### src/rtl/ivl_timer_pkg.sv
package ivl_timer_pkg;

    // Control word bit positions (software-visible layout)
    localparam int RUN_B    = 0;
    localparam int RELOAD_B = 1;
    localparam int FLAG_B   = 2;
    localparam int IE_B     = 3;
    localparam int OVW_B    = 4;
    localparam int DIV_B    = 5;

    // Register byte offsets
    localparam int OFS_CTRL = 0;
    localparam int OFS_MOD  = 2;
    localparam int OFS_CNT  = 4;

    typedef struct packed {
        logic div64;
        logic ovw;
        logic ie;
        logic reload;
        logic run;
    } ctrl_t;

endpackage

### src/rtl/ivl_prescaler.sv
module ivl_prescaler #(
    parameter int DIV = 64
) (
    input  logic clk,
    input  logic rst_n,
    input  logic run,
    input  logic div_sel,
    input  logic restart,
    output logic tick
);
    localparam int PW = (DIV > 1) ? $clog2(DIV) : 1;
    localparam logic [PW-1:0] LAST = PW'(DIV - 1);

    typedef struct packed {
        logic [PW-1:0] phase;
    } pre_st_t;

    pre_st_t st_d, st_q;

    always_comb begin
        st_d = st_q;
        if (!run || restart || !div_sel) begin
            st_d.phase = '0;
        end else if (st_q.phase == LAST) begin
            st_d.phase = '0;
        end else begin
            st_d.phase = st_q.phase + 1'b1;
        end
        tick = run && (!div_sel || (st_q.phase == LAST));
    end

    always_ff @(posedge clk or negedge rst_n) begin
        if (!rst_n) begin
            st_q <= '0;
        end else begin
            st_q <= st_d;
        end
    end

    AST_PRESC_IDLE: assert property (@(posedge clk) disable iff (!rst_n)
        !run |=> (st_q.phase == '0));

    AST_NO_TICK_STOPPED: assert property (@(posedge clk) disable iff (!rst_n)
        !run |-> !tick);

endmodule

### src/rtl/ivl_counter.sv
module ivl_counter #(
    parameter int W = 16
) (
    input  logic         clk,
    input  logic         rst_n,
    input  logic         tick,
    input  logic         reload,
    input  logic         load,
    input  logic [W-1:0] load_val,
    input  logic [W-1:0] mod_val,
    input  logic         flag_clr,
    output logic [W-1:0] count,
    output logic         flag
);
    localparam logic [W-1:0] ONE = W'(1);

    typedef struct packed {
        logic [W-1:0] cnt;
        logic         flag;
    } cnt_st_t;

    cnt_st_t st_d, st_q;
    logic    hit_zero;

    always_comb begin
        st_d     = st_q;
        hit_zero = tick && (st_q.cnt == ONE);

        if (load) begin
            st_d.cnt = load_val;
        end else if (tick) begin
            if (st_q.cnt == '0) begin
                st_d.cnt = reload ? mod_val : '1;
            end else begin
                st_d.cnt = st_q.cnt - ONE;
            end
        end

        // set has priority over a same-edge clear
        st_d.flag = hit_zero || (st_q.flag && !flag_clr);
    end

    always_ff @(posedge clk or negedge rst_n) begin
        if (!rst_n) begin
            st_q.cnt  <= '1;
            st_q.flag <= 1'b0;
        end else begin
            st_q <= st_d;
        end
    end

    assign count = st_q.cnt;
    assign flag  = st_q.flag;

    AST_HOLD_IDLE: assert property (@(posedge clk) disable iff (!rst_n)
        (!tick && !load) |=> $stable(st_q.cnt));

    AST_RELOAD: assert property (@(posedge clk) disable iff (!rst_n)
        (tick && !load && reload && st_q.cnt == '0) |=> (st_q.cnt == $past(mod_val)));

    AST_FLAG_AT_ZERO: assert property (@(posedge clk) disable iff (!rst_n)
        (tick && st_q.cnt == ONE) |=> st_q.flag);

    AST_WRAP: assert property (@(posedge clk) disable iff (!rst_n)
        (tick && !load && !reload && st_q.cnt == '0) |=> (st_q.cnt == '1));

    AST_LOAD: assert property (@(posedge clk) disable iff (!rst_n)
        load |=> (st_q.cnt == $past(load_val)));

    AST_CLR: assert property (@(posedge clk) disable iff (!rst_n)
        (flag_clr && !(tick && st_q.cnt == ONE)) |=> !st_q.flag);

endmodule

### src/rtl/ivl_regs.sv
module ivl_regs
    import ivl_timer_pkg::*;
#(
    parameter int W  = 16,
    parameter int AW = 3
) (
    input  logic          clk,
    input  logic          rst_n,
    input  logic [AW-1:0] bus_addr,
    input  logic          bus_we,
    input  logic [W-1:0]  bus_wdata,
    input  logic [W-1:0]  count,
    input  logic          flag,
    output ctrl_t         ctrl,
    output logic [W-1:0]  modulus,
    output logic          mod_load,
    output logic          flag_clr,
    output logic [W-1:0]  rdata
);
    localparam logic [AW-1:0] A_CTRL = AW'(OFS_CTRL);
    localparam logic [AW-1:0] A_MOD  = AW'(OFS_MOD);
    localparam logic [AW-1:0] A_CNT  = AW'(OFS_CNT);

    typedef struct packed {
        ctrl_t        ctrl;
        logic [W-1:0] modulus;
        logic [W-1:0] rdata;
    } reg_st_t;

    reg_st_t      st_d, st_q;
    logic         wr_ctrl;
    logic         wr_mod;
    logic [W-1:0] ctrl_word;

    always_comb begin
        st_d    = st_q;
        wr_ctrl = bus_we && (bus_addr == A_CTRL);
        wr_mod  = bus_we && (bus_addr == A_MOD);

        ctrl_word           = '0;
        ctrl_word[RUN_B]    = st_q.ctrl.run;
        ctrl_word[RELOAD_B] = st_q.ctrl.reload;
        ctrl_word[FLAG_B]   = flag;
        ctrl_word[IE_B]     = st_q.ctrl.ie;
        ctrl_word[OVW_B]    = st_q.ctrl.ovw;
        ctrl_word[DIV_B]    = st_q.ctrl.div64;

        if (wr_ctrl) begin
            st_d.ctrl.run    = bus_wdata[RUN_B];
            st_d.ctrl.reload = bus_wdata[RELOAD_B];
            st_d.ctrl.ie     = bus_wdata[IE_B];
            st_d.ctrl.ovw    = bus_wdata[OVW_B];
            st_d.ctrl.div64  = bus_wdata[DIV_B];
        end
        if (wr_mod) begin
            st_d.modulus = bus_wdata;
        end

        unique case (bus_addr)
            A_CTRL:  st_d.rdata = ctrl_word;
            A_MOD:   st_d.rdata = st_q.modulus;
            A_CNT:   st_d.rdata = count;
            default: st_d.rdata = '0;
        endcase

        mod_load = wr_mod && st_q.ctrl.ovw;
        flag_clr = wr_ctrl && bus_wdata[FLAG_B];
    end

    always_ff @(posedge clk or negedge rst_n) begin
        if (!rst_n) begin
            st_q.ctrl    <= '0;
            st_q.modulus <= '1;
            st_q.rdata   <= '0;
        end else begin
            st_q <= st_d;
        end
    end

    assign ctrl    = st_q.ctrl;
    assign modulus = st_q.modulus;
    assign rdata   = st_q.rdata;

    AST_MOD_WRITE: assert property (@(posedge clk) disable iff (!rst_n)
        (bus_we && bus_addr == A_MOD) |=> (st_q.modulus == $past(bus_wdata)));

    AST_CNT_READ: assert property (@(posedge clk) disable iff (!rst_n)
        (bus_addr == A_CNT) |=> (st_q.rdata == $past(count)));

    AST_CNT_WR_IGNORED: assert property (@(posedge clk) disable iff (!rst_n)
        (bus_we && bus_addr == A_CNT) |=> ($stable(st_q.modulus) && $stable(st_q.ctrl)));

endmodule

### src/rtl/ivl_timer.sv
module ivl_timer
    import ivl_timer_pkg::*;
#(
    parameter int W   = 16,
    parameter int AW  = 3,
    parameter int DIV = 64
) (
    input  logic          clk,
    input  logic          rst_n,
    input  logic [AW-1:0] bus_addr,
    input  logic          bus_we,
    input  logic [W-1:0]  bus_wdata,
    output logic [W-1:0]  bus_rdata,
    output logic          irq
);
    ctrl_t        ctrl;
    logic [W-1:0] modulus;
    logic [W-1:0] count;
    logic         mod_load;
    logic         flag_clr;
    logic         flag;
    logic         tick;

    ivl_regs #(.W(W), .AW(AW)) regs_i (
        .clk       (clk),
        .rst_n     (rst_n),
        .bus_addr  (bus_addr),
        .bus_we    (bus_we),
        .bus_wdata (bus_wdata),
        .count     (count),
        .flag      (flag),
        .ctrl      (ctrl),
        .modulus   (modulus),
        .mod_load  (mod_load),
        .flag_clr  (flag_clr),
        .rdata     (bus_rdata)
    );

    ivl_prescaler #(.DIV(DIV)) presc_i (
        .clk     (clk),
        .rst_n   (rst_n),
        .run     (ctrl.run),
        .div_sel (ctrl.div64),
        .restart (mod_load),
        .tick    (tick)
    );

    ivl_counter #(.W(W)) cnt_i (
        .clk      (clk),
        .rst_n    (rst_n),
        .tick     (tick),
        .reload   (ctrl.reload),
        .load     (mod_load),
        .load_val (bus_wdata),
        .mod_val  (modulus),
        .flag_clr (flag_clr),
        .count    (count),
        .flag     (flag)
    );

    assign irq = flag && ctrl.ie;

    AST_IRQ_MASKED: assert property (@(posedge clk) disable iff (!rst_n)
        !ctrl.ie |-> !irq);

endmodule

### config.mk
export PLATFORM = sky130hd
export DESIGN_NAME = ivl_timer
export DESIGN_NICKNAME = d
export VERILOG_FILES = /design/src/rtl/ivl_timer_pkg.sv /design/src/rtl/ivl_prescaler.sv /design/src/rtl/ivl_counter.sv /design/src/rtl/ivl_regs.sv /design/src/rtl/ivl_timer.sv
export SDC_FILE = /design/constraint.sdc
export NUM_CORES = 1
export LEC_CHECK = 0
export BUFFER_PORTS_ARGS = -buffer_cell sky130_fd_sc_hd__buf_4
export CORE_UTILIZATION = 45
export DETAILED_ROUTE_END_ITERATION = 6
export PLACE_DENSITY = 0.67
export SLEW_MARGIN = 30
export SYNTH_ARGS = -nofsm -noshare
export SYNTH_HDL_FRONTEND = slang
export SYNTH_SLANG_ARGS = --single-unit
export TNS_END_PERCENT = 100
### constraint.sdc
create_clock -name clk -period 2.2 [get_ports clk]
set_clock_uncertainty 0.1 [all_clocks]
set_input_delay 0.55 -clock clk [delete_from_list [all_inputs] [get_ports clk]]
set_output_delay 0.55 -clock clk [all_outputs]
set_load 0.01 [all_outputs]
### Yosys cells after proc, flatten, opt, wreduce, memory -nomap -nowiden

Index checks and enable logic that the tools add are counted.

* register bits: 60
* input bits: 22

* add/sub/neg operators: 2
* equal/unequal tests: 4
* mux-type cells: 7
* reduce and logical (&&, ||, !) cells: 18

Operators with widths (number)
* $mux W16: 4
* $pmux W16 S3: 1
* $eq A16 B1 Y1 const B: 1
* $logic_not A16 Y1: 1
* $sub A16 B1 Y16 const B: 1
* $mux W6: 2
* $logic_and A1 B1 Y1: 8
* $add A6 B1 Y6 const B: 1
* $eq A6 B6 Y1 const B: 1
* $logic_or A1 B1 Y1: 4
* $eq A3 B2 Y1 const B: 1
* $eq A3 B3 Y1 const B: 1
* $logic_not A1 Y1: 3
* $logic_not A3 Y1: 1
* $reduce_bool A2 Y1: 1

### Logic depth before layout (Yosys ltp)

Gate-level depths: netlist of run 1.

* depth in word-level cells: 6
* mapped depth: 9
* mapped depth without buffers: 7

### Cells and area by module

A second synthesis of run 1 with hierarchy kept.

* cells, all modules: 322
* area total of the unflattened synthesis: 3369.5 µm²

By module, submodules not included
* ivl_regs: instances 1, cells an instance 118, area each 1604.0 µm², seq. area each 945.9 µm²
* ivl_counter: instances 1, cells an instance 176, area each 1473.9 µm², seq. area each 445.4 µm²
* ivl_prescaler: instances 1, cells an instance 27, area each 285.3 µm², seq. area each 150.1 µm²
* ivl_timer: instances 1, cells an instance 1, area each 6.3 µm², seq. area each 0.0 µm²

### Worst setup path after synthesis of run 1

No wires, ideal clock.

* path kind: input port to flip-flop
* start: input bus_addr[2]
* end: register cnt_i.st_q, in the netlist cnt_i.count[7]
* library setup time: 0.083 ns
* data arrival time: 1.963 ns
* required time: 2.017 ns
* path slack: 0.054 ns
* stages on the path: 8
* buffers on the path: 4
* cell sequence: buf_2 > nor4bb_1 > buf_2 > and2_1 > buf_4 > a21oi_1 > buf_6 > a221o_1

* word-level cells in the longest chain between the ends: 4
* elaborated cells on any way between the ends: 5
* classes of those cells: 1 x eq/ne; 1 x mux; 3 x reduce/logical

Ends and longest elaborated chain
* from (decl): line ivl_timer.sv:10 `input logic [AW-1:0] bus_addr,`
* $eq A3 B2 Y1 *: line ivl_regs.sv:38 `wr_mod = bus_we && (bus_addr == A_MOD);`
* $logic_and A1 B1 Y1 *: line ivl_regs.sv:38
* $logic_and A1 B1 Y1 *: line ivl_regs.sv:66 `mod_load = wr_mod && st_q.ctrl.ovw;`
* $mux W16 or $reduce_bool A2 Y1 (tied branches)
* to (signal assigned): line ivl_counter.sv:48 `st_q <= st_d;`
* to (decl): line ivl_counter.sv:22 `cnt_st_t st_d, st_q;`

Mark *: on every way between the ends. The rest lies on a longest branch, timed or not.
A chain may end at the register's enable or synchronous reset.

### Final worst setup path of run 1

* start: register cnt_i.st_q, in the netlist cnt_i.count[1]
* end: register cnt_i.st_q, in the netlist cnt_i.count[14]

* word-level cells in the longest chain between the ends: 4
* elaborated cells on any way between the ends: 5
* classes of those cells: 1 x add/sub; 3 x mux; 1 x reduce/logical

Ends and longest elaborated chain
* $sub A16 B1 Y16 or $logic_not A16 Y1 (tied branches): line ivl_counter.sv:35, ivl_counter.sv:32
* $mux W16 *: line ivl_counter.sv:32 `if (st_q.cnt == '0) begin`
* $mux W16 *: line ivl_counter.sv:31 `end else if (tick) begin`
* $mux W16 *: line ivl_counter.sv:29 `if (load) begin`

Mark *: on every way between the ends. The rest lies on a longest branch, timed or not. The select of a mux whose other input is x is not followed.

==> flow_summary_export.csv, run 1 <==
group,metric,value,unit
floorplanning,io_pins,39,
final_layout,final-instance-count-excl-fill,443,
clock_network,clockRootBuffer,"sky130_fd_sc_hd__clkbuf_8",
clock_network,clkTransAtPathRegs,0.07,ns
synth,synth_edf_count,0,
route,detail_route.wirelength,7.46,mm
worst_setup_path,r2r_cells,8,
timing,final.period_utilization,94.6,%
timing,max-slew-margin-rel,40.4,%
timing,worst_pin_slew,0.893,ns
worst_setup_path,endpoint_kind,"flip-flop",
synth,synth-seq-area-share,48.1,%
worst_setup_path,setup.worst_path.start_class,"flip-flop",
worst_setup_path,critical-path-top-delay-family,"simple AND/OR/NAND/NOR gates",
synth,mean_syn_cell_area,10.8,sq um
worst_setup_path,setup.reg_to_reg.worst_slack,0.12,ns
worst_hold_path,worst_hold_path_type,"in -> async",
clock_network,cts_hold_buffers,0,
clock_network,cts_made_buffers,9,
clock_network,worst_skew_pair.late_latency,0.35,ns
synth,synth_ff_type,"sky130_fd_sc_hd__dfstp_2",
grt,first_pass_grt_wire_length,12.5,mm
grt,grt_start_max_net_pins,61,
synth,synth.cell_area,0.00320,sq mm
floorplanning,design.die.area,0.00746,sq mm
synth,post_synth_main_area_contributors,"sky130_fd_sc_hd__dfstp_2 26%, sky130_fd_sc_hd__dfrtp_1 22%, sky130_fd_sc_hd__mux2_2 7.0%",
placed_design,globalplace.congestion,0.872,
synth,synthMostInstantiatedCell,"sky130_fd_sc_hd__nor2_1",
synth,ys_warn_count,0,
route,routed-via-count,2495,
worst_setup_path,path_class,"reg -> reg",
worst_setup_path,worst_setup_path_endpoint,"cnt_i.count[14]",
timing,setup-violations-final,0,
pwr,power.density_cell_area,1160,mW/mm^2
worst_setup_path,worstReg2RegStart,"cnt_i.count[1]",
grt,via_count_of_the_first_global_routing_pass,2475,
floorplanning,fp-row-count,30,
synth,synth_seq_cells,60,
worst_setup_path,critical_path.max_stage_delay,0.54,ns
grt,groute.usage.overall,22.2,%
route,avgRoutedWirePerCell,16.8,um
synth,synth_commonest_cells,"40 x sky130_fd_sc_hd__nor2_1, 32 x sky130_fd_sc_hd__dfstp_2, 28 x sky130_fd_sc_hd__dfrtp_1, 20 x sky130_fd_sc_hd__mux2_2",
synth,synthesis.instances,297,
pwr,power,0.00450,W
placed_design,detailedPlacementHpwl,5.16,mm
synth,netlist-cell-type-count,54,
final_layout,num-fill-cells,594,
synth,synth_area_leader_cell,"sky130_fd_sc_hd__dfstp_2",
worst_setup_path,reg_to_reg_critical_path_endpoint,"cnt_i.count[14]",
clock_network,tritoncts,"done",
route,number_of_design_rule_violations_left_by_the_first_detailed_router_iteration,158,
pwr,worst_ir_drop_vdd,522,uV
timing,report.final.slew_viol_count,0,
worst_setup_path,worst_setup_path_startpoint,"cnt_i.count[1]",
grt,antenna_found_initial,0,
route,drt-vias-per-instance,5.63,
clock_network,postCtsSetupBuffers,0,
placed_design,postPlaceCellArea,0.00360,sq mm
clock_network,cts.htree.levels,3,
timing,final_hold_viol_count,0,
timing,rsz0062_at_grt,"yes",
grt,grt_overflow_total,0,
worst_setup_path,path_cells,"inv_1, ha_2, nor3b_1, buf_4, and3_4, and3_1, or3_1, a21oi_2",
worst_setup_path,cp_num_cells,8,
route,drt_first_pass_iters,4,
floorplanning,dieHeight,86.4,um
synth,post_synthesis_net_count,323,
synth,synthDominantCellAreaShare,26.2,%
route,ant_nets,0,
worst_setup_path,critical_path_cell_with_the_highest_stage_delay,"sky130_fd_sc_hd__dfstp_2",
final_layout,drive_gt1_share,40.9,%
placed_design,placement.io_buffers,38,
final_layout,design_area,0.00388,sq mm
timing,holdWs,0.181,ns
placed_design,place.detailed.instances,427,
final_layout,design.final.nets,368,
run_status,run_status,"finished clean",
synth,synthArstFlopShare,100,%
worst_setup_path,critical_path_peak_fanout,5,
job,max-cap-violations,0,
floorplanning,coreArea,0.00683,sq mm
final_layout,area.growth.synth_to_final,21.2,%
final_layout,diodes,0,
timing,clock.fmax,480,MHz
route,drc,0,
floorplanning,effective_utilization_at_floorplan,46.9,%
worst_setup_path,worst_ep_required_time,2.38,ns
worst_setup_path,cp_data_arrival_time,2.26,ns
pwr,power_leakage,1.61,nW
clock_network,cts.repair.resized,0,
clock_network,cts_num_sinks,60,
timing,period_minus_slack,2.08,ns
floorplanning,die-width,86.4,um
worst_setup_path,cp_num_buf_inv,2,
clock_network,cts-root-to-sink-buffers,2,
## report_power, final
part / internal (W) / switching (W) / leakage, nW / total [W]
Sequential: 0.00151 / 0.000333 / 0.708 / 0.00184
Combinational: 0.000690 / 0.000729 / 0.778 / 0.00142
Clock: 0.000813 / 0.000424 / 0.127 / 0.00124
Total: 0.00301 / 0.00149 / 1.61 / 0.00450
## cells in the final DEF (no fill, tap or decap), types with 2 or more instances in the layout
| master | count |
|---|---|
| sky130_fd_sc_hd__buf_4 | 55 |
| sky130_fd_sc_hd__o21ai_1 | 5 |
| sky130_fd_sc_hd__xnor2_1 | 8 |
| sky130_fd_sc_hd__o311ai_1 | 2 |
| sky130_fd_sc_hd__o31ai_1 | 5 |
| sky130_fd_sc_hd__nor2b_1 | 2 |
| sky130_fd_sc_hd__mux2i_1 | 6 |
| sky130_fd_sc_hd__and2_1 | 3 |
| sky130_fd_sc_hd__or4_4 | 2 |
| sky130_fd_sc_hd__o21ai_0 | 2 |
| sky130_fd_sc_hd__nand3_1 | 10 |
| sky130_fd_sc_hd__dfstp_2 | 32 |
| sky130_fd_sc_hd__bufinv_16 | 3 |
| sky130_fd_sc_hd__a211oi_1 | 6 |
| sky130_fd_sc_hd__nand2_1 | 11 |
| sky130_fd_sc_hd__o211ai_1 | 3 |
| sky130_fd_sc_hd__nor4_2 | 3 |
| sky130_fd_sc_hd__a22oi_1 | 16 |
| sky130_fd_sc_hd__a21oi_1 | 14 |
| sky130_fd_sc_hd__nor2_1 | 40 |
| sky130_fd_sc_hd__a21oi_2 | 2 |
| sky130_fd_sc_hd__dfrtp_1 | 28 |
| sky130_fd_sc_hd__xor2_1 | 3 |
| sky130_fd_sc_hd__nor3_1 | 10 |
| sky130_fd_sc_hd__inv_1 | 5 |
| sky130_fd_sc_hd__mux2_2 | 20 |
| sky130_fd_sc_hd__a221o_1 | 6 |
| sky130_fd_sc_hd__clkbuf_8 | 11 |
| sky130_fd_sc_hd__ha_1 | 3 |
| sky130_fd_sc_hd__or3_1 | 3 |
## worst register-to-register path, delay by kind of cell (launching register included)
family	cells	cell delay, ns
DFF	1	0.54
AOI/OAI and AO/OA	1	0.15
buffers and inverters	2	0.23
and+or+nand+nor	4	0.82
adders and majority gates	1	0.18
## state kept, by name, indices dropped and copies added, names as in the netlist
name,cells
cnt_i.flag,1
regs_i.ctrl,5
cnt_i.count,16
presc_i.st_q,6
regs_i.modulus,16
regs_i.rdata,16
## cells by family after synthesis
group / count (synthesis) / synth area share, %
and+or+nand+nor: 101 / 17.9
AOI/OAI and AO/OA: 68 / 15.0
DFF: 60 / 48.1
buffers and inverters: 27 / 5.58
muxes: 26 / 8.90
xor gates and xnor gates: 11 / 3.01
adders and majority gates: 4 / 1.56
## layer usage
metal | vias up | track usage [%] | share of wire [%]
met5 | - | 0 | 0
met4 | 0 | 13.3 | 2.9
met3 | 18 | 4.00 | 5.8
met2 | 84 | 32.2 | 46
met1 | 1213 | 31.1 | 46
li1 | 1180 | - | -
## worst min-delay path by stage
| stage | depth (start not counted) | to | slack (ns) | from |
|---|---|---|---|---|
| 2_1_floorplan | 0 | cnt_i.flag | 0.15 | rst_n |
| 3_3_place_gp | 1 | presc_i.st_q[0] | 0.35 | presc_i.st_q[0] |
| 3_5_place_dp | 1 | presc_i.st_q[0] | 0.36 | presc_i.st_q[0] |
| 4_1_cts | 1 | regs_i.ctrl[1] | 0.19 | rst_n |
| 5_1_grt | 1 | regs_i.ctrl[1] | 0.24 | rst_n |
| 6_report | 1 | regs_i.rdata[13] | 0.18 | rst_n |
## metrics by stage
stage / setup WS, ns / TNS (ns) / util (%)
after floorplan: 0.0536 / 0 / -
after global placement: -0.123 / -1.47 / 52.7
after detailed placement: 0.00408 / 0 / 52.7
after CTS: 0.0442 / 0 / 56.4
after global routing: -0.0304 / -0.0694 / 56.9
final: 0.119 / 0 / 56.9
## area by class of cell
| type | count | area (sq um) | share of cell area (%) |
|---|---|---|---|
| Clock inverter | 4 | 95.1 | 2.45 |
| Inverter | 5 | 18.8 | 0.483 |
| Multi-Input combinational cell | 210 | 1530 | 39.4 |
| Clock buffer | 12 | 155 | 3.99 |
| Timing Repair Buffer | 56 | 424 | 10.9 |
| Tap cell | 96 | 120 | 3.09 |
| Sequential cell | 60 | 1540 | 39.7 |
Power figures use the tool's default switching activity.
==> run 2, diff against run 1 <==
- GPL_TIMING_DRIVEN: unset -> 0
==> run 2 against run 1 <==
Worst hold slack worse by 0.018 ns. Fmax down 2.7%. Non-clock buffer count up 6. Flip-flop and latch count unchanged. First-iteration DRC count up 12%. Largest power group unchanged. Wire length up 3.7%. Critical path depth down 1. Register-to-register slack worse by 0.06 ns. Combinational power up 12%.
==> flow_summary_export.csv, run 2 (synthesis gave the netlist of run 1 again) <==
group,metric,value,unit
worst_setup_path,critical_path_peak_fanout,8,
clock_network,worst_skew_pair.late_latency,0.34,ns
final_layout,ff_latch_area,0.00154,sq mm
timing,clock.fmax,468,MHz
placed_design,detailedPlacementHpwl,5.19,mm
worst_setup_path,reg_to_reg_critical_path_endpoint,"cnt_i.count[14]",
pwr,power.density_cell_area,1130,mW/mm^2
grt,grt_overflow_total,0,
run_status,run_status,"finished clean",
worst_setup_path,setup.worst_path.start_class,"flip-flop",
timing,rsz0062_at_grt,"yes",
final_layout,layout_common_cells,"43 x sky130_fd_sc_hd__buf_4, 40 x sky130_fd_sc_hd__nor2_1, 32 x sky130_fd_sc_hd__dfstp_2",
worst_setup_path,setup.reg_to_reg.worst_slack,0.06,ns
clock_network,cts.htree.levels,3,
clock_network,cts-root-to-sink-buffers,2,
timing,final_hold_viol_count,0,
worst_setup_path,r2r_cells,7,
worst_setup_path,path_class,"reg -> reg",
floorplanning,coreArea,0.00683,sq mm
floorplanning,dieHeight,86.4,um
timing,holdWs,0.164,ns
worst_setup_path,worstReg2RegStart,"cnt_i.count[0]",
route,drt-vias-per-instance,5.67,
floorplanning,io_pins,39,
final_layout,final-instance-count-excl-fill,449,
route,detail_route.wirelength,7.73,mm
placed_design,globalplace.congestion,0.912,
final_layout,drive_gt1_share,41.4,%
clock_network,cts_hold_buffers,0,
timing,setup-violations-final,0,
floorplanning,effective_utilization_at_floorplan,46.9,%
worst_setup_path,worst_ep_required_time,2.36,ns
route,avgRoutedWirePerCell,17.2,um
worst_setup_path,cp_data_arrival_time,2.30,ns
grt,grt_start_max_net_pins,61,
placed_design,place.detailed.instances,428,
floorplanning,design.die.area,0.00746,sq mm
grt,via_count_of_the_first_global_routing_pass,2501,
final_layout,design.final.nets,374,
worst_setup_path,endpoint_kind,"flip-flop",
clock_network,tritoncts,"done",
clock_network,clockRootBuffer,"sky130_fd_sc_hd__clkbuf_8",
route,ant_nets,0,
final_layout,num-fill-cells,635,
clock_network,cts_made_buffers,9,
final_layout,multiInputGateArea,0.00155,sq mm
clock_network,clkTransAtPathRegs,0.07,ns
final_layout,final_util,57.1,%
timing,final.period_utilization,97.2,%
grt,groute.usage.overall,22.6,%
timing,worst_pin_slew,0.837,ns
placed_design,placement.io_buffers,35,
timing,period_minus_slack,2.14,ns
pwr,worst_ir_drop_vdd,435,uV
worst_setup_path,critical_path_cell_with_the_highest_stage_delay,"sky130_fd_sc_hd__dfstp_2",
floorplanning,fp-row-count,30,
worst_hold_path,worst_hold_path_type,"in -> async",
grt,first_pass_grt_wire_length,12.6,mm
final_layout,diodes,0,
pwr,power,0.00440,W
grt,antenna_found_initial,0,
route,drc,0,
job,max-cap-violations,0,
clock_network,cts_num_sinks,60,
final_layout,area.growth.synth_to_final,21.6,%
worst_setup_path,path_cells,"inv_1, ha_1, nor3b_2, and3_4, and3_1, or3_1, a21oi_2",
timing,report.final.slew_viol_count,0,
route,drt_first_pass_iters,4,
route,number_of_design_rule_violations_left_by_the_first_detailed_router_iteration,177,
timing,max-slew-margin-rel,44.0,%
route,routed-via-count,2546,
floorplanning,die-width,86.4,um
final_layout,mostFrequentLayoutCell,"sky130_fd_sc_hd__buf_4",
pwr,power_leakage,1.60,nW
worst_setup_path,critical_path.max_stage_delay,0.62,ns
==> run 2: cell count changes in the layout (fill, tap and decap cells not counted), moves of 2 or more <==
| cell | delta |
|---|---|
| sky130_fd_sc_hd__buf_4 | -12 |
| sky130_fd_sc_hd__buf_6 | +6 |
| sky130_fd_sc_hd__clkbuf_1 | +5 |
| sky130_fd_sc_hd__buf_2 | +4 |
| sky130_fd_sc_hd__bufinv_16 | -2 |
==> run 2: per-layer routing <==
metal / GRT usage, % / up-vias / part of all wire [%]
li1: - / 1194 / -
met1: 30.2 / 1258 / 45
met2: 35.4 / 78 / 46
met3: 5.62 / 16 / 5.7
met4: 8.64 / 0 / 2.4
met5: 0 / - / 0
==> run 2: through the flow <==
stage | cell area [sq um] | TNS (ns) | setup WS [ns]
after floorplan | 3200 | 0 | 0.0536
after CTS | 3820 | 0 | 0.00601
after detailed placement | 3590 | -4.80 | -0.389
final | 3900 | 0 | 0.0617
after global routing | 3900 | -0.0340 | -0.0219
after global placement | 3590 | -3.52 | -0.354
==> run 2: final cells by class <==
class / count / area share [%]
Buffer: 22 / 4.27
Timing Repair Buffer: 40 / 7.70
Sequential cell: 60 / 39.6
Clock buffer: 12 / 3.98
Inverter: 5 / 0.482
Multi-Input combinational cell: 210 / 39.7
Clock inverter: 4 / 1.22
Tap cell: 96 / 3.08
==> run 2: power by group <==
group          leakage [nW]  switching (W)  total [W]  internal (W)
combinational         0.791       0.000827    0.00159      0.000764
sequential            0.708       0.000278    0.00178       0.00151
clock                 0.102       0.000438    0.00102      0.000582
==> run 2: worst max path at each step <==
stage	start	to	slack, ns	depth (start not counted)
after floorplan	bus_addr[2]	cnt_i.count[7]	0.05	8
after global placement	bus_addr[2]	cnt_i.count[2]	-0.35	8
after detailed placement	bus_addr[2]	cnt_i.count[4]	-0.39	8
after CTS	cnt_i.count[0]	cnt_i.count[4]	0.006	8
after global routing	cnt_i.count[12]	cnt_i.count[9]	-0.02	6
final	cnt_i.count[0]	cnt_i.count[14]	0.06	7
==> run 2: timing repair <==
action,4_1_cts,5_1_grt
gates resized for setup,3,13
pin swaps,1,2
endpoints found under the setup margin,10,13
setup buffers,3,2
endpoints found under the hold margin,0,0
cloned,0,0
==> run 2: critical path, delay by kind of cell, from the launching register on <==
family	cells	cell delay, ns
AOI/OAI and AO/OA	1	0.13
adders and majority gates	1	0.23
buffers and inverters	1	0.09
DFF	1	0.62
and+or+nand+nor	4	0.91
==> run 3, diff against run 2 <==
- BUFFER_PORTS_ARGS: -buffer_cell sky130_fd_sc_hd__buf_4 -> unset
- DONT_BUFFER_PORTS: unset -> 1
- PLACE_DENSITY: 0.67 -> unset
==> run 3 against run 2 <==
Fmax fell by 0.10%. Wire length down 3.0%. Largest power group unchanged. Clock power barely moved. Critical path depth shrank 1. Worst hold slack improved by 0.072 ns. Total power down 2.7%. Non-clock buffer count shrank 35. Combinational power is 8% lower. Count of clock-buffer cells in the layout fell by 1. Design area shrank 6.5%. Highest routed layer unchanged.
==> flow_summary_export.csv, run 3 (synthesis gave the netlist of run 1 again) <==
group,metric,value,unit
final_layout,drive_gt1_share,34.0,%
floorplanning,effective_utilization_at_floorplan,46.9,%
final_layout,diodes,0,
grt,met2_usage,33.9,%
clock_network,worst_skew_pair.late_latency,0.34,ns
placed_design,dp_worst_setup_slack,-0.298,ns
worst_setup_path,worstReg2RegStart,"cnt_i.count[6]",
route,ant_nets,0,
pwr,power_leakage,1.44,nW
worst_hold_path,timing.hold.worst.start,"bus_wdata[13]",
run_status,run_status,"finished clean",
worst_hold_path,timing.hold.worst_path_depth,2,
worst_hold_path,worst_hold_path_type,"in -> reg",
final_layout,area.growth.synth_to_final,13.7,%
grt,grt_start_max_net_pins,61,
clock_network,cts_made_buffers,9,
grt,gr-usage-met1,30.8,%
grt,first_pass_grt_wire_length,12.3,mm
floorplanning,design.die.area,0.00746,sq mm
worst_setup_path,critical_path_peak_fanout,7,
final_layout,design_area,0.00364,sq mm
route,avgRoutedWirePerCell,18.1,um
pwr,worst_ir_drop_vdd,481,uV
clock_network,cts.htree.levels,3,
worst_hold_path,holdPathEnd,"cnt_i.count[13]",
timing,timing.final.ws_setup,0.0594,ns
worst_setup_path,worst_ep_required_time,2.35,ns
timing,rsz0062_at_grt,"yes",
floorplanning,die-width,86.4,um
floorplanning,coreArea,0.00683,sq mm
worst_setup_path,endpoint_kind,"flip-flop",
worst_setup_path,path_cells,"buf_6, or4_4, nor4_4, nand3_1, o31ai_1, o211ai_1",
clock_network,tritoncts,"done",
final_layout,ff_latch_area,0.00154,sq mm
worst_setup_path,critical_path_cell_with_the_highest_stage_delay,"sky130_fd_sc_hd__or4_4",
route,detail_route.wirelength,7.50,mm
final_layout,num-fill-cells,646,
pwr,power,0.00428,W
worst_setup_path,path_class,"reg -> reg",
route,drt-vias-per-instance,5.68,
grt,groute.usage.overall,22.3,%
timing,worst_pin_slew,0.908,ns
timing,report.final.slew_viol_count,0,
final_layout,mostFrequentLayoutCell,"sky130_fd_sc_hd__nor2_1",
clock_network,clkTransAtPathRegs,0.07,ns
worst_setup_path,setup.reg_to_reg.worst_slack,0.06,ns
worst_setup_path,reg_to_reg_critical_path_endpoint,"cnt_i.count[13]",
final_layout,layout_common_cells,"40 x sky130_fd_sc_hd__nor2_1, 32 x sky130_fd_sc_hd__dfstp_2, 28 x sky130_fd_sc_hd__dfrtp_1",
final_layout,design.final.nets,339,
job,max-cap-violations,0,
timing,period_minus_slack,2.14,ns
clock_network,clockRootBuffer,"sky130_fd_sc_hd__clkbuf_8",
timing,final_hold_viol_count,0,
worst_setup_path,critical_path.max_stage_delay,0.55,ns
clock_network,cts-root-to-sink-buffers,2,
grt,via_count_of_the_first_global_routing_pass,2379,
grt,grt_use_met3,4.19,%
timing,setup-violations-final,0,
route,number_of_design_rule_violations_left_by_the_first_detailed_router_iteration,133,
placed_design,postPlaceCellArea,0.00332,sq mm
grt,busiest_layer,"met2",
worst_setup_path,r2r_cells,6,
floorplanning,io_pins,39,
placed_design,globalplace.congestion,0.850,
pwr,power.density_cell_area,1170,mW/mm^2
route,drt_first_pass_iters,4,
grt,grt_overflow_total,0,
route,routed-via-count,2351,
grt,antenna_found_initial,0,
timing,clock.fmax,467,MHz
floorplanning,fp-row-count,30,
timing,final.period_utilization,97.3,%
worst_setup_path,cp_data_arrival_time,2.29,ns
timing,max-slew-margin-rel,39.3,%
placed_design,detailedPlacementHpwl,5.07,mm
final_layout,multiInputGateArea,0.00154,sq mm
worst_setup_path,setup.worst_path.start_class,"flip-flop",
clock_network,cts_num_sinks,60,
route,drc,0,
floorplanning,dieHeight,86.4,um
placed_design,placement.io_buffers,0,
-- run 3: per-layer routing --
metal	vias up	wire [um]
met3	13	246
li1	1126	-
met1	1165	3610
met5	-	0
met2	47	3490
met4	0	153
-- run 3: stage by stage --
step / hold slack (ns) / cells / util [%] / setup TNS, ns
finish: 0.235 / 414 / 53.3 / 0
global placement: 0.156 / 393 / 48.7 / -3.82
floorplan: 0.154 / 297 / - / 0
CTS: 0.219 / 413 / 52.5 / 0
detailed placement: 0.156 / 393 / 48.7 / -4.14
global route: 0.239 / 414 / 53.3 / -0.0305
-- run 3: how the worst max path moves through the flow --
stage / startpoint / to / slack [ns] / depth (start not counted)
final: cnt_i.count[6] / cnt_i.count[13] / 0.06 / 6
after global routing: cnt_i.count[6] / cnt_i.count[13] / -0.01 / 6
after CTS: cnt_i.count[0] / cnt_i.count[2] / 0.007 / 8
after detailed placement: bus_addr[2] / cnt_i.count[2] / -0.30 / 8
after global placement: bus_addr[2] / cnt_i.count[2] / -0.29 / 8
after floorplan: bus_addr[2] / cnt_i.count[7] / 0.05 / 8
-- run 3: where the power goes --
part / total, W / switching (W) / internal, W
registers: 0.00181 / 0.000297 / 0.00151
logic: 0.00147 / 0.000774 / 0.000697
clock network: 0.00100 / 0.000425 / 0.000576
total: 0.00428 / 0.00150 / 0.00278
-- run 3: area by class of cell --
cell class / count / area share [%]
repair buffers: 5 / 1.65
plain buffers: 22 / 4.57
inverters: 5 / 0.515
flip-flops and latches: 60 / 42.3
clock inverters: 5 / 1.37
well taps: 96 / 3.30
multi-input cells: 210 / 42.1
clock buffers: 11 / 4.16
-- run 3: worst max-delay path, delay by kind of cell, from the launching register on --
kind                   cells  cell delay (ns)
and+or+nand+nor            3             1.12
DFF                        1             0.37
AOI/OAI and AO/OA          2             0.34
buffers and inverters      1             0.13
-- run 3: repair_timing --
item                                   in CTS  in global routing
hold buffers                                2                  0
setup endpoints to repair                  10                 16
endpoints found under the hold margin      60                  0
pin swaps                                   1                  1
buffers inserted                            2                  1
gates resized for setup                     2                 11
